==> src/rtl/pred_mask_pkg.sv <==
`timescale 1ns/1ps
package pred_mask_pkg;
  typedef enum logic [2:0] {
    ST_IDLE, ST_INT_REQ, ST_INT_WAIT, ST_CR_RD, ST_DONE
  } pm_state_e;

  // flag picked from a 4-bit condition field
  typedef enum logic [1:0] {
    CR_LT = 2'd0, CR_GT = 2'd1, CR_EQ = 2'd2, CR_SO = 2'd3
  } cr_flag_e;

  typedef struct packed {
    logic all_ones;
    logic invert;
    logic unary;
  } int_ctl_t;
endpackage

==> src/rtl/pred_int_decode.sv <==
`timescale 1ns/1ps
module pred_int_decode
  import pred_mask_pkg::*;
#(
  parameter int unsigned GPR_AW = 5,
  parameter int unsigned REG_A  = 3,
  parameter int unsigned REG_B  = 10,
  parameter int unsigned REG_C  = 30
) (
  input  logic [2:0]        mode_i,
  output int_ctl_t          ctl_o,
  output logic [GPR_AW-1:0] addr_o
);
  always_comb begin
    ctl_o.all_ones = (mode_i == 3'd0);
    ctl_o.unary    = (mode_i == 3'd1);
    ctl_o.invert   = (mode_i >= 3'd3) && mode_i[0];
    unique case (mode_i[2:1])
      2'd2:    addr_o = GPR_AW'(REG_B);
      2'd3:    addr_o = GPR_AW'(REG_C);
      default: addr_o = GPR_AW'(REG_A);
    endcase
  end
endmodule

==> src/rtl/pred_int_post.sv <==
`timescale 1ns/1ps
module pred_int_post #(
  parameter int unsigned MASK_W = 64
) (
  input  logic [MASK_W-1:0] data_i,
  input  logic              invert_i,
  input  logic              unary_i,
  output logic [MASK_W-1:0] mask_o
);
  localparam int unsigned SH_W = $clog2(MASK_W);
  localparam logic [MASK_W-1:0] ONE = MASK_W'(1);

  always_comb begin
    if (unary_i)       mask_o = ONE << data_i[SH_W-1:0];
    else if (invert_i) mask_o = ~data_i;
    else               mask_o = data_i;
  end
endmodule

==> src/rtl/pred_cr_pick.sv <==
`timescale 1ns/1ps
module pred_cr_pick
  import pred_mask_pkg::*;
(
  input  logic [3:0] field_i,
  input  cr_flag_e   sel_i,
  input  logic       invert_i,
  output logic       bit_o
);
  logic raw;
  always_comb begin
    unique case (sel_i)
      CR_LT:   raw = field_i[3];
      CR_GT:   raw = field_i[2];
      CR_EQ:   raw = field_i[1];
      default: raw = field_i[0];
    endcase
    bit_o = raw ^ invert_i;
  end
endmodule

==> src/rtl/pred_mask_builder.sv <==
`timescale 1ns/1ps
module pred_mask_builder
  import pred_mask_pkg::*;
#(
  parameter int unsigned MASK_W = 64,
  parameter int unsigned GPR_AW = 5,
  parameter int unsigned CR_IW  = 7,
  parameter int unsigned VL_W   = 7
) (
  input  logic              clk_i,
  input  logic              rst_ni,
  input  logic              req_valid_i,
  output logic              req_ready_o,
  input  logic              req_cr_i,
  input  logic [2:0]        req_mode_i,
  input  logic [VL_W-1:0]   req_vl_i,
  input  logic [CR_IW-1:0]  req_cr_base_i,
  output logic              int_rd_req_o,
  output logic [GPR_AW-1:0] int_rd_addr_o,
  input  logic [MASK_W-1:0] int_rd_data_i,
  output logic              cr_rd_req_o,
  output logic [CR_IW-1:0]  cr_rd_idx_o,
  input  logic [3:0]        cr_rd_data_i,
  output logic              mask_valid_o,
  input  logic              mask_ready_i,
  output logic [MASK_W-1:0] mask_o
);
  localparam int unsigned SH_W = $clog2(MASK_W);
  localparam logic [VL_W-1:0] VL_MAX = VL_W'(MASK_W);

  pm_state_e         state_q;
  logic [2:0]        mode_q;
  logic [VL_W-1:0]   vl_q, cnt_q;
  logic [CR_IW-1:0]  base_q;
  logic [GPR_AW-1:0] addr_q;
  logic              inv_q, unary_q;
  logic              pend_q;
  logic [SH_W-1:0]   pend_idx_q;
  logic [MASK_W-1:0] mask_q;

  int_ctl_t          dec_ctl;
  logic [GPR_AW-1:0] dec_addr;
  logic [MASK_W-1:0] int_mask;
  logic              cr_bit;
  logic [VL_W-1:0]   vl_eff;
  logic              accept;

  pred_int_decode #(.GPR_AW(GPR_AW)) i_dec (
    .mode_i(req_mode_i), .ctl_o(dec_ctl), .addr_o(dec_addr)
  );

  pred_int_post #(.MASK_W(MASK_W)) i_post (
    .data_i(int_rd_data_i), .invert_i(inv_q), .unary_i(unary_q), .mask_o(int_mask)
  );

  pred_cr_pick i_pick (
    .field_i(cr_rd_data_i), .sel_i(cr_flag_e'(mode_q[2:1])),
    .invert_i(mode_q[0]), .bit_o(cr_bit)
  );

  assign vl_eff       = (req_vl_i > VL_MAX) ? VL_MAX : req_vl_i;
  assign req_ready_o  = (state_q == ST_IDLE) || ((state_q == ST_DONE) && mask_ready_i);
  assign accept       = req_valid_i && req_ready_o;
  assign int_rd_req_o = (state_q == ST_INT_REQ);
  assign int_rd_addr_o = addr_q;
  assign cr_rd_req_o  = (state_q == ST_CR_RD) && (cnt_q < vl_q);
  assign cr_rd_idx_o  = base_q + CR_IW'(cnt_q);
  assign mask_valid_o = (state_q == ST_DONE);
  assign mask_o       = mask_q;

  always_ff @(posedge clk_i or negedge rst_ni) begin
    if (!rst_ni) begin
      state_q    <= ST_IDLE;
      mode_q     <= '0;
      vl_q       <= '0;
      cnt_q      <= '0;
      base_q     <= '0;
      addr_q     <= '0;
      inv_q      <= 1'b0;
      unary_q    <= 1'b0;
      pend_q     <= 1'b0;
      pend_idx_q <= '0;
      mask_q     <= '0;
    end else begin
      // condition reads are pipelined: issue one, collect the previous
      pend_q <= cr_rd_req_o;
      if (cr_rd_req_o) begin
        pend_idx_q <= cnt_q[SH_W-1:0];
        cnt_q      <= cnt_q + VL_W'(1);
      end
      if (pend_q) mask_q[pend_idx_q] <= cr_bit;

      unique case (state_q)
        ST_IDLE, ST_DONE: begin
          if (accept) begin
            mode_q  <= req_mode_i;
            vl_q    <= vl_eff;
            base_q  <= req_cr_base_i;
            addr_q  <= dec_addr;
            inv_q   <= dec_ctl.invert;
            unary_q <= dec_ctl.unary;
            cnt_q   <= '0;
            if (req_cr_i) begin
              mask_q  <= '0;
              state_q <= (vl_eff == '0) ? ST_DONE : ST_CR_RD;
            end else if (dec_ctl.all_ones) begin
              mask_q  <= '1;
              state_q <= ST_DONE;
            end else begin
              state_q <= ST_INT_REQ;
            end
          end else if ((state_q == ST_DONE) && mask_ready_i) begin
            state_q <= ST_IDLE;
          end
        end
        ST_INT_REQ:  state_q <= ST_INT_WAIT;
        ST_INT_WAIT: begin
          mask_q  <= int_mask;
          state_q <= ST_DONE;
        end
        ST_CR_RD: if (!cr_rd_req_o) state_q <= ST_DONE;
        default: state_q <= ST_IDLE;
      endcase
    end
  end
endmodule

==> config.mk <==
export PLATFORM = sky130hd
export DESIGN_NAME = pred_mask_builder
export DESIGN_NICKNAME = d
export VERILOG_FILES = /design/src/rtl/pred_mask_pkg.sv /design/src/rtl/pred_int_decode.sv /design/src/rtl/pred_int_post.sv /design/src/rtl/pred_cr_pick.sv /design/src/rtl/pred_mask_builder.sv
export SDC_FILE = /design/constraint.sdc
export NUM_CORES = 1
export LEC_CHECK = 0
export ABC_AREA = 0
export BUFFER_PORTS_ARGS = -buffer_cell sky130_fd_sc_hd__buf_2
export CAP_MARGIN = 40
export CORE_MARGIN = 4
export CORE_UTILIZATION = 39
export DETAILED_ROUTE_END_ITERATION = 7
export SLEW_MARGIN = 20
export SYNTH_ARGS = -nofsm -noshare
export SYNTH_HDL_FRONTEND = slang
export SYNTH_SLANG_ARGS = --single-unit
==> constraint.sdc <==
create_clock -name clk_i -period 1.75 [get_ports clk_i]
set_input_delay 0.175 -clock clk_i [delete_from_list [all_inputs] [get_ports clk_i]]
set_output_delay 0.175 -clock clk_i [all_outputs]
set_load 0.01 [all_outputs]
==> results of run 1 <==
[layout make-up]
| type | instances | area (um2) | area share [%] |
|---|---|---|---|
| well taps | 220 | 275 | 2.87 |
| repair buffers | 279 | 1930 | 20.1 |
| inverters | 20 | 75.1 | 0.783 |
| clock buffers | 12 | 246 | 2.57 |
| flip-flops and latches | 104 | 2610 | 27.2 |
| clock inverters | 1 | 30.0 | 0.313 |
| multi-input cells | 560 | 4420 | 46.1 |
[worst min path at each step]
stage                                 from    endpoint  depth (start not counted)
after global routing      req_cr_base_i[4]   base_q[4]                          3
after CTS                 req_cr_base_i[4]   base_q[4]                          3
final                     req_cr_base_i[4]   base_q[4]                          3
after floorplan                     rst_ni   base_q[0]                          0
after detailed placement            rst_ni  mask_o[45]                          1
after global placement              rst_ni  mask_o[45]                          1
[state kept, by name, summed over array words and instances (netlist names)]
| signal | cells |
|---|---|
| base_q | 7 |
| cnt_q | 7 |
| int_rd_addr_o | 4 |
| inv_q | 1 |
| mask_o | 64 |
| mode_q | 3 |
| pend_idx_q | 6 |
| pend_q | 1 |
| state_q | 3 |
| unary_q | 1 |
| vl_q | 7 |
[placed cells by master, fill, tap and decap left out, types with 9 or more instances in the layout]
cell                        Yosys  routed
sky130_fd_sc_hd__nand3b_1      11      11
sky130_fd_sc_hd__clkbuf_16      0       9
sky130_fd_sc_hd__xor2_1        63      63
sky130_fd_sc_hd__nor2_1        80      79
sky130_fd_sc_hd__buf_6          1      18
sky130_fd_sc_hd__nand2_1       51      49
sky130_fd_sc_hd__nand3_1       69      68
sky130_fd_sc_hd__dfrtp_1      104     101
sky130_fd_sc_hd__buf_4          2      79
sky130_fd_sc_hd__o211ai_1      63      63
sky130_fd_sc_hd__buf_2         11     166
sky130_fd_sc_hd__buf_12         0      14
sky130_fd_sc_hd__o221ai_2       0      58
sky130_fd_sc_hd__o21ai_0       54      49
sky130_fd_sc_hd__inv_1         20      18
[power groups by stage]
stage | clock [mW] | combinational, mW | sequential, mW
5_1_grt | 2.14 | 9.78 | 4.30
2_1_floorplan | 0 | 4.16 | 4.09
4_1_cts | 2.05 | 8.35 | 4.17
3_5_place_dp | 0 | 7.16 | 4.10
6_report | 2.03 | 9.07 | 4.19
3_3_place_gp | 0 | 7.09 | 4.11
[layer usage]
metal / vias to the layer above / GRT usage (%)
li1: 3204 / -
met1: 3313 / 36.8
met2: 310 / 37.5
met3: 42 / 5.59
met4: 0 / 6.69
met5: - / 0
[worst min-delay path, delay by kind of cell]
| kind | cells | cell delay, ns |
|---|---|---|
| AND/OR/NAND/NOR | 2 | 0.08 |
| buffers and inverters | 1 | 0.07 |
[Yosys cell counts, types with 2 or more instances]
library cell                count  area share (%)
sky130_fd_sc_hd__dfrtp_1      104              39
sky130_fd_sc_hd__nor2_1        80             4.5
sky130_fd_sc_hd__nand3_1       69             5.2
sky130_fd_sc_hd__o211ai_1      63             7.1
sky130_fd_sc_hd__xor2_1        63             8.3
sky130_fd_sc_hd__o221ai_1      61             8.0
sky130_fd_sc_hd__o21ai_0       54             4.1
sky130_fd_sc_hd__clkbuf_1      53             3.0
sky130_fd_sc_hd__nand2_1       51             2.9
sky130_fd_sc_hd__inv_1         20             1.1
sky130_fd_sc_hd__ha_1          13             2.4
sky130_fd_sc_hd__a21oi_1       11            0.83
sky130_fd_sc_hd__buf_2         11            0.83
sky130_fd_sc_hd__nand3b_1      11             1.2
sky130_fd_sc_hd__xnor2_1        8             1.1
sky130_fd_sc_hd__nand2b_1       7            0.66
sky130_fd_sc_hd__mux2_2         6             1.0
sky130_fd_sc_hd__nand2_2        5            0.47
sky130_fd_sc_hd__and3_1         4            0.38
sky130_fd_sc_hd__mux2i_1        4            0.60
sky130_fd_sc_hd__nand4b_1       4            0.53
sky130_fd_sc_hd__or3b_2         4            0.53
sky130_fd_sc_hd__and2_1         3            0.28
sky130_fd_sc_hd__buf_1          3            0.17
sky130_fd_sc_hd__nor4_1         3            0.28
sky130_fd_sc_hd__o31ai_1        3            0.34
sky130_fd_sc_hd__or3_1          3            0.28
sky130_fd_sc_hd__a2111oi_0      2            0.26
sky130_fd_sc_hd__a211o_1        2            0.26
sky130_fd_sc_hd__a21o_1         2            0.23
sky130_fd_sc_hd__buf_4          2            0.23
sky130_fd_sc_hd__nand4_1        2            0.19
sky130_fd_sc_hd__nand4bb_1      2            0.34
sky130_fd_sc_hd__nor2b_1        2            0.19
sky130_fd_sc_hd__nor3_1         2            0.15
[repair_timing]
item	in CTS	in global routing
hold endpoints to repair	28	0
pin swaps	80	19
gates resized for setup	114	18
setup buffers	13	12
hold buffers	1	0
gates cloned	1	0
setup endpoints to repair	86	88
[metrics by stage]
| stage | instances | area [um2] | TNS, ns | hold slack [ns] | setup slack, ns |
|---|---|---|---|---|---|
| floorplan | 754 | 6720 | -0.592 | -0.121 | -0.213 |
| global placement | 1163 | 8360 | -14.18 | 0.152 | -0.250 |
| detailed placement | 1163 | 8360 | -17.69 | 0.160 | -0.292 |
| CTS | 1190 | 9400 | -14.22 | 0.00190 | -0.529 |
| global route | 1196 | 9590 | -26.23 | 0.00806 | -0.667 |
| finish | 1196 | 9590 | -19.51 | 0.00634 | -0.549 |
[cell families after synthesis]
kind of cell	after synthesis	share of synthesized area, %
flip-flops	104	39.1
AO/OA/AOI/OAI	205	21.9
AND/OR/NAND/NOR	258	19.2
adder cells (fa/ha/maj)	14	2.74
XOR/XNOR	72	9.58
multiplexers	11	1.95
buffers and inverters	90	5.50
==> results.md, run 1 <==
- The area growth from synthesis to layout is 44.0%.
- Detailed routing placed a total of 2070 um of wire on met3.
- The detail-routed net length per standard cell is 20.6 um.
- The wire length of the first global-routing pass is 38700 um.
- The largest individual stage delay along the critical path comes from the cell sky130_fd_sc_hd__dfrtp_1.
- The fraction of power consumed by sequential logic is 27.4%.
- The required time of the critical path is 1.57 ns.
- Measured in cells, the most critical reg-to-reg path has a length of 6.
- The instance count on the critical path is 9.
- Counting flops with a built-in enable in the synthesized netlist gives 0.
- Measured on the finished design, the core utilization comes to 57.6%.
- Summing over every cut layer, the via total after detailed routing is 6869.
- The setup slack of the most critical reg-to-reg path is -0.31 ns.
- The count of nets left with antenna violations once routing finished came out at 0.
- The maximum level of the CTS H-tree is 3.
- The height of the die is 139 um.
- After synthesis, the share of flip-flops with an asynchronous set or reset is 100%.
- For the pin with the worst max-slew slack, the measured transition is 0.581 ns.
- The highest metal layer carrying signal wires in the routed design is met4.
- The via count of the first global-routing pass is 6644.
- The startpoint of the most critical setup path is cnt_q[0].
- For the worst-skew pair, the clock arrives at the later sink with an insertion delay of 0.36 ns.
- The run finished, with violations left.
- The number of setup violations in the final report is 86.
- The die covers 19200 um2.
- The clock passes through at most 2 buffers.
- During placement, the flow inserted port buffers numbering 169.
- Counting the buffers created by CTS gives 9.
- The worst register-to-register path begins at mode_q[1].
- The fill cell total of the finished layout is 1481.
- The max-cap violation count is 0.
- STA classifies the critical path endpoint as a primary output.
- The final count of pins violating max slew is 0.
- The width of the die is 139 um.
- In this run the cell area of the synthesized design comes to 6660 um2.
- Walking the worst path, the cells encountered are ha_2 > inv_2 > fa_2 > nor2b_1 > o21ai_1 > a21boi_1 > nor4_1 > a311oi_1 > buf_2.
- The internal portion of the total power is 8.60 mW.
- The final count of hold timing violations is 0.
- After detailed routing, the wire length on met1 is 11000 um.
- In this run the worst setup path terminates at cr_rd_idx_o[6].
- The worst path uses 131% of the clock period.
- Pin placement for this block handled 170 I/O pins.
- Dividing the detail-routed via count by the number of cells gives 5.74.
- Clock tree synthesis found a total of 104 sinks.
- Timing would allow up to 435 MHz.
- The post-synthesis area per instance is 8.83 um2.
- The number of DRC violations after detailed-routing iteration 0 is 611.
- On the final layout, the worst clock skew is 0.0103 ns.
- The largest fanout of any net on the critical path is 2.
- The sum of net half-perimeters after detailed placement is 17000 um.
- The cell count after synthesis came out at 754.
- The delay of the slowest cell on the worst path is 0.37 ns.
- The endpoint of the worst-slack reg-to-reg timing path is mask_o[23].
- The leading register cell type out of synthesis is sky130_fd_sc_hd__dfrtp_1.
- The final reports fail on negative setup slack.
- The aggregate routed wire length is 24700 um.
- The worst path arrival time is 2.12 ns.
- The total global routing overflow is 0.
- Detailed routing placed a total of 11100 um of wire on met2.
- The power per standard cell area is 1590 nW/um2.
- In this run the core area contains 47 standard-cell rows.
- When the netlist entered floorplanning its net count stood at 858.
- The analysis attributes to net switching a power of 6.69 mW.
- The family with the most delay on the worst path is adder cells.
- The clock tree root buffer cell is sky130_fd_sc_hd__clkbuf_16.
- At the end of the flow, the number of nets in the layout was 1078.
- The worst path in the final design needs a cycle of 2.30 ns, including I/O delays and setup.
- The startpoint class of the critical path is a register.
- In this run, distinct cell masters in the synthesized netlist total 52.
- The repair_antennas step left the layout with diodes totalling 0.
- After clock tree synthesis, the clock-pin slew on the worst setup and hold paths is 0.06 ns.
- The min-delay analysis places its worst path in the category in -> reg.
- The total power draw is 15.3 mW.
- In this run the standard cell core region covers 16600 um2.
- The sum of buffers and inverters on the critical path is 2.
- Yosys printed 0 warnings.
- The initial antenna violation count is 0.
- The post-synthesis sequential element count is 104.
- The number of DRC violations after detailed routing is 0.
- In this run the static leakage power is 4.40 nW.
- The clock tree from TritonCTS is yes.
- After layout, the worst setup slack is -0.549 ns.
- Of the total power, the share spent switching nets is 43.7%.
- The largest voltage drop on the vdd net is 0.776 mV.
- Setup repair after global routing could not meet its margin everywhere.
- The starting density of the core is 40.0%.
- Routability-driven placement finished with a final weighted congestion of 0.893.
- The kind of critical path is reg -> out.
- The pin count of the biggest net entering global routing is 58.
- The clock power share is 13.3%.
- The first detailed-routing pass ran for 6 iterations.
- In the global route stage, overall resource usage came out at 25.1%.
- In this run, the combinational gates consume 59.3% of the power.
- The worst slew margin relative to its limit is 60.9%.
- The post-route netlist has 41.3% of its cells at a drive strength greater than 1.
- The share of the Yosys chip area taken by registers is 39.1%.
Power figures use the tool's default switching activity.
==> run 2: changes to the inputs <==
--- a/config.mk
+++ b/config.mk
@@ -8,7 +8,7 @@
 export ABC_AREA = 0
 export BUFFER_PORTS_ARGS = -buffer_cell sky130_fd_sc_hd__buf_2
 export CAP_MARGIN = 40
-export CORE_MARGIN = 4
+export CORE_MARGIN = 1.5
 export CORE_UTILIZATION = 39
 export DETAILED_ROUTE_END_ITERATION = 7
 export SLEW_MARGIN = 20
==> results.md, run 2 (synthesis gave the netlist of run 1 again) <==
- The flow ran to the end, but the final reports show violations.
- The final reports fail on negative setup slack.
- The full die area is 17900 um2 (-7.1%).
- The kind of critical path is reg -> out.
- The maximum level of the CTS H-tree was 3 (unchanged).
- The largest voltage drop on the vdd net was 0.903 mV (+16%).
- The fill cell total of the finished layout is 1463 (-1.2%).
- The nature of the critical path endpoint is a primary output.
- The final count of hold timing violations is 0 (unchanged).
- The total power draw came to 15.0 mW (-2.0%).
- The initial antenna violation count was 1 (+1).
- The maximum clock frequency is 439 MHz (+0.98%).
- The fraction of final layout cells sized beyond drive strength 1 is 41.4% (+0.10 points).
- The number of clock sinks is 104 (unchanged).
- The share of the clock period used by the worst path is 130% (-1.3 points).
- The origin of the worst min-delay path is req_cr_base_i[5].
- The sum of net half-perimeters after detailed placement is 16700 um (-1.7%).
- The met1 track demand over resource in global routing came to 38.3% (+1.4 points).
- The final count of pins violating max slew was 0 (unchanged).
- The overall via count from detail_route is 6893 (+0.35%).
- The maximum buffer depth of the clock tree is 2 (unchanged).
- The pin count of the biggest net entering global routing was 64 (+10%).
- The routability congestion estimate from global placement was 0.875 (-2.0%).
- The power per standard cell area is 1570 nW/um2 (-1.2%).
- Setup repair after global routing could not meet its margin everywhere.
- The met2 track utilization from global routing is 40.8% (+3.4 points).
- The combined area of the multi-input logic cells came to 4390 um2 (-0.68%).
- Clock tree synthesis selected as its root buffer the cell sky130_fd_sc_hd__clkbuf_16.
- The clock tree from TritonCTS is yes.
- The final clock skew came to 0.00761 ns (-0.00266 ns).
- The total negative setup slack is -18.04 ns (+1.47 ns).
- The width of the die was 134 um (-3.6%).
- In the layout the commonest cells are 166 x sky130_fd_sc_hd__buf_2, 102 x sky130_fd_sc_hd__dfrtp_1, 80 x sky130_fd_sc_hd__buf_4.
- The register area is 2610 um2 (about the same).
- The remaining antenna violation count was 0 (unchanged).
- The worst hold-check path type is in -> reg.
- The detail-routed via count per cell was 5.76 (+0.27%).
- The number of iterations in the first detailed-routing pass was 6 (unchanged).
- The number of buffer cells added on primary ports came to 169 (unchanged).
- The aggregate routed wire length is 23900 um (-3.0%).
- The height of the die was 134 um (-3.6%).
- The final net count came to 1075 (-0.28%).
- The number of setup violations in the final report was 84 (-2.3%).
- The starting density of the core is 40.0% (unchanged).
- The number of DRC violations after detailed routing is 0 (unchanged).
- The transition time at the pin with the least slew margin is 0.555 ns (-0.0259 ns).
- The clock period minus final worst setup slack is 2.28 ns (-0.0222 ns).
- The placeable core region is 16600 um2 (unchanged).
- The number of DRC violations after detailed-routing iteration 0 is 556 (-9.0%).
- The detail-routed net length per standard cell came to 20.0 um (-3.1%).
- The post-placement cell area is 8310 um2 (-0.57%).
- The startpoint class of the critical path is a register.
- The met3 track demand over resource in global routing is 5.71% (+0.12 points).
- The aggregate global-route resource usage is 27.0% (+1.9 points).
- The wire length of the first global-routing pass is 37100 um (-4.2%).
- From synthesis to final layout, the design area changed by 42.8%.
- In this run the critical register-to-register path is launched from mode_q[1].
- The max-cap violation count is 0 (unchanged).
- The number of CTS-inserted buffers was 9 (unchanged).
- The I/O pin count came to 170 (unchanged).
- The worst slew margin relative to its limit was 62.6% (+1.7 points).
- The worst path arrival time is 2.10 ns (-0.02 ns).
- The post-layout instance area is 9510 um2 (-0.81%).
- The clock input transition at the sequential cells of the worst setup and hold paths is 0.07 ns (about the same).
- The final setup slack of the worst path was -0.526 ns (+0.0222 ns).
- The required time of the critical path is 1.57 ns (about the same).
- The global routing stage identified its most utilized layer as met2.
- The placement row count was 47 (unchanged).
- The latest clock arrival within the worst-skew pair is 0.36 ns (about the same).
- The number of flip-flops under the largest register name is 64 (unchanged).
- The worst slack on hold paths was 0.00999 ns (+0.00365 ns).
- The via count of the first global-routing pass is 6580 (-0.96%).
- The largest fanout of any net on the critical path is 2 (unchanged).
- Tracing the worst setup path back leads to its startpoint at cnt_q[0].
- The library cell used most frequently in the layout, excluding fill and tap cells, is sky130_fd_sc_hd__buf_2.
- The total global routing overflow is 0 (unchanged).
- The leakage power of the design is 4.36 nW (-0.81%).
[run 2: power by group]
group	total [mW]	switching [mW]	internal, mW	leakage [nW]
registers	4.19	0.863	3.33	1.35
logic	8.53	4.78	3.75	2.86
clock network	2.25	0.965	1.29	0.158
[run 2: layout make-up]
class	count	share of cell area [%]
Multi-Input combinational cell	560	46.2
Sequential cell	104	27.4
Timing Repair Buffer	276	19.3
Tap cell	220	2.89
Clock buffer	10	2.51
Clock inverter	6	0.868
Inverter	20	0.789
Antenna cell	1	0.0263
[run 2: critical path: stages, from the launching register on]
cell and delay [ns]:
sky130_fd_sc_hd__dfrtp_1 0.38, sky130_fd_sc_hd__ha_2 0.20, sky130_fd_sc_hd__inv_2 0.04, sky130_fd_sc_hd__fa_2 0.35
sky130_fd_sc_hd__nor2b_2 0.14, sky130_fd_sc_hd__o21ai_2 0.08, sky130_fd_sc_hd__a21boi_2 0.15, sky130_fd_sc_hd__nor4_1 0.06
sky130_fd_sc_hd__a311oi_1 0.18, sky130_fd_sc_hd__buf_2 0.17
[run 2: repair_timing]
| item | 4_1_cts | 5_1_grt |
|---|---|---|
| buffers inserted | 7 | 11 |
| setup endpoints to repair | 86 | 90 |
| pin swaps | 63 | 16 |
| endpoints found under the hold margin | 27 | 0 |
| gates resized for setup | 102 | 31 |
| gates cloned | 1 | 0 |
| hold buffers | 4 | 0 |
[run 2: final timing paths]
| path | depth (start not counted) | slack [ns] | endpoint |
|---|---|---|---|
| setup / recovery | 9 | -0.53 | cr_rd_idx_o[6] |
| hold / removal | 3 | 0.01 | base_q[5] |
| setup reg to reg | 6 | -0.31 | mask_o[37] |
| hold reg to reg | 1 | 0.47 | int_rd_addr_o[1] |
| max in group asynchronous | 3 | 0.87 | int_rd_addr_o[3] |
| min in group asynchronous | 2 | 0.32 | cnt_q[1] |
[run 2: per-stage QoR]
step | instances | util, % | worst slack (ns)
3_3_place_gp | 1160 | 49.9 | -0.313
6_report | 1197 | 57.2 | -0.526
2_1_floorplan | 754 | - | -0.213
4_1_cts | 1188 | 56.2 | -0.578
3_5_place_dp | 1160 | 49.9 | -0.321
5_1_grt | 1196 | 57.1 | -0.655
[run 2: layer usage]
metal  wire (um)  part of all wire [%]  up-vias
met2       10800                    45      287
met5           0                     0        -
met4         507                   2.1        0
met1       10800                    45     3358
met3        1830                   7.6       40
li1            -                     -     3208
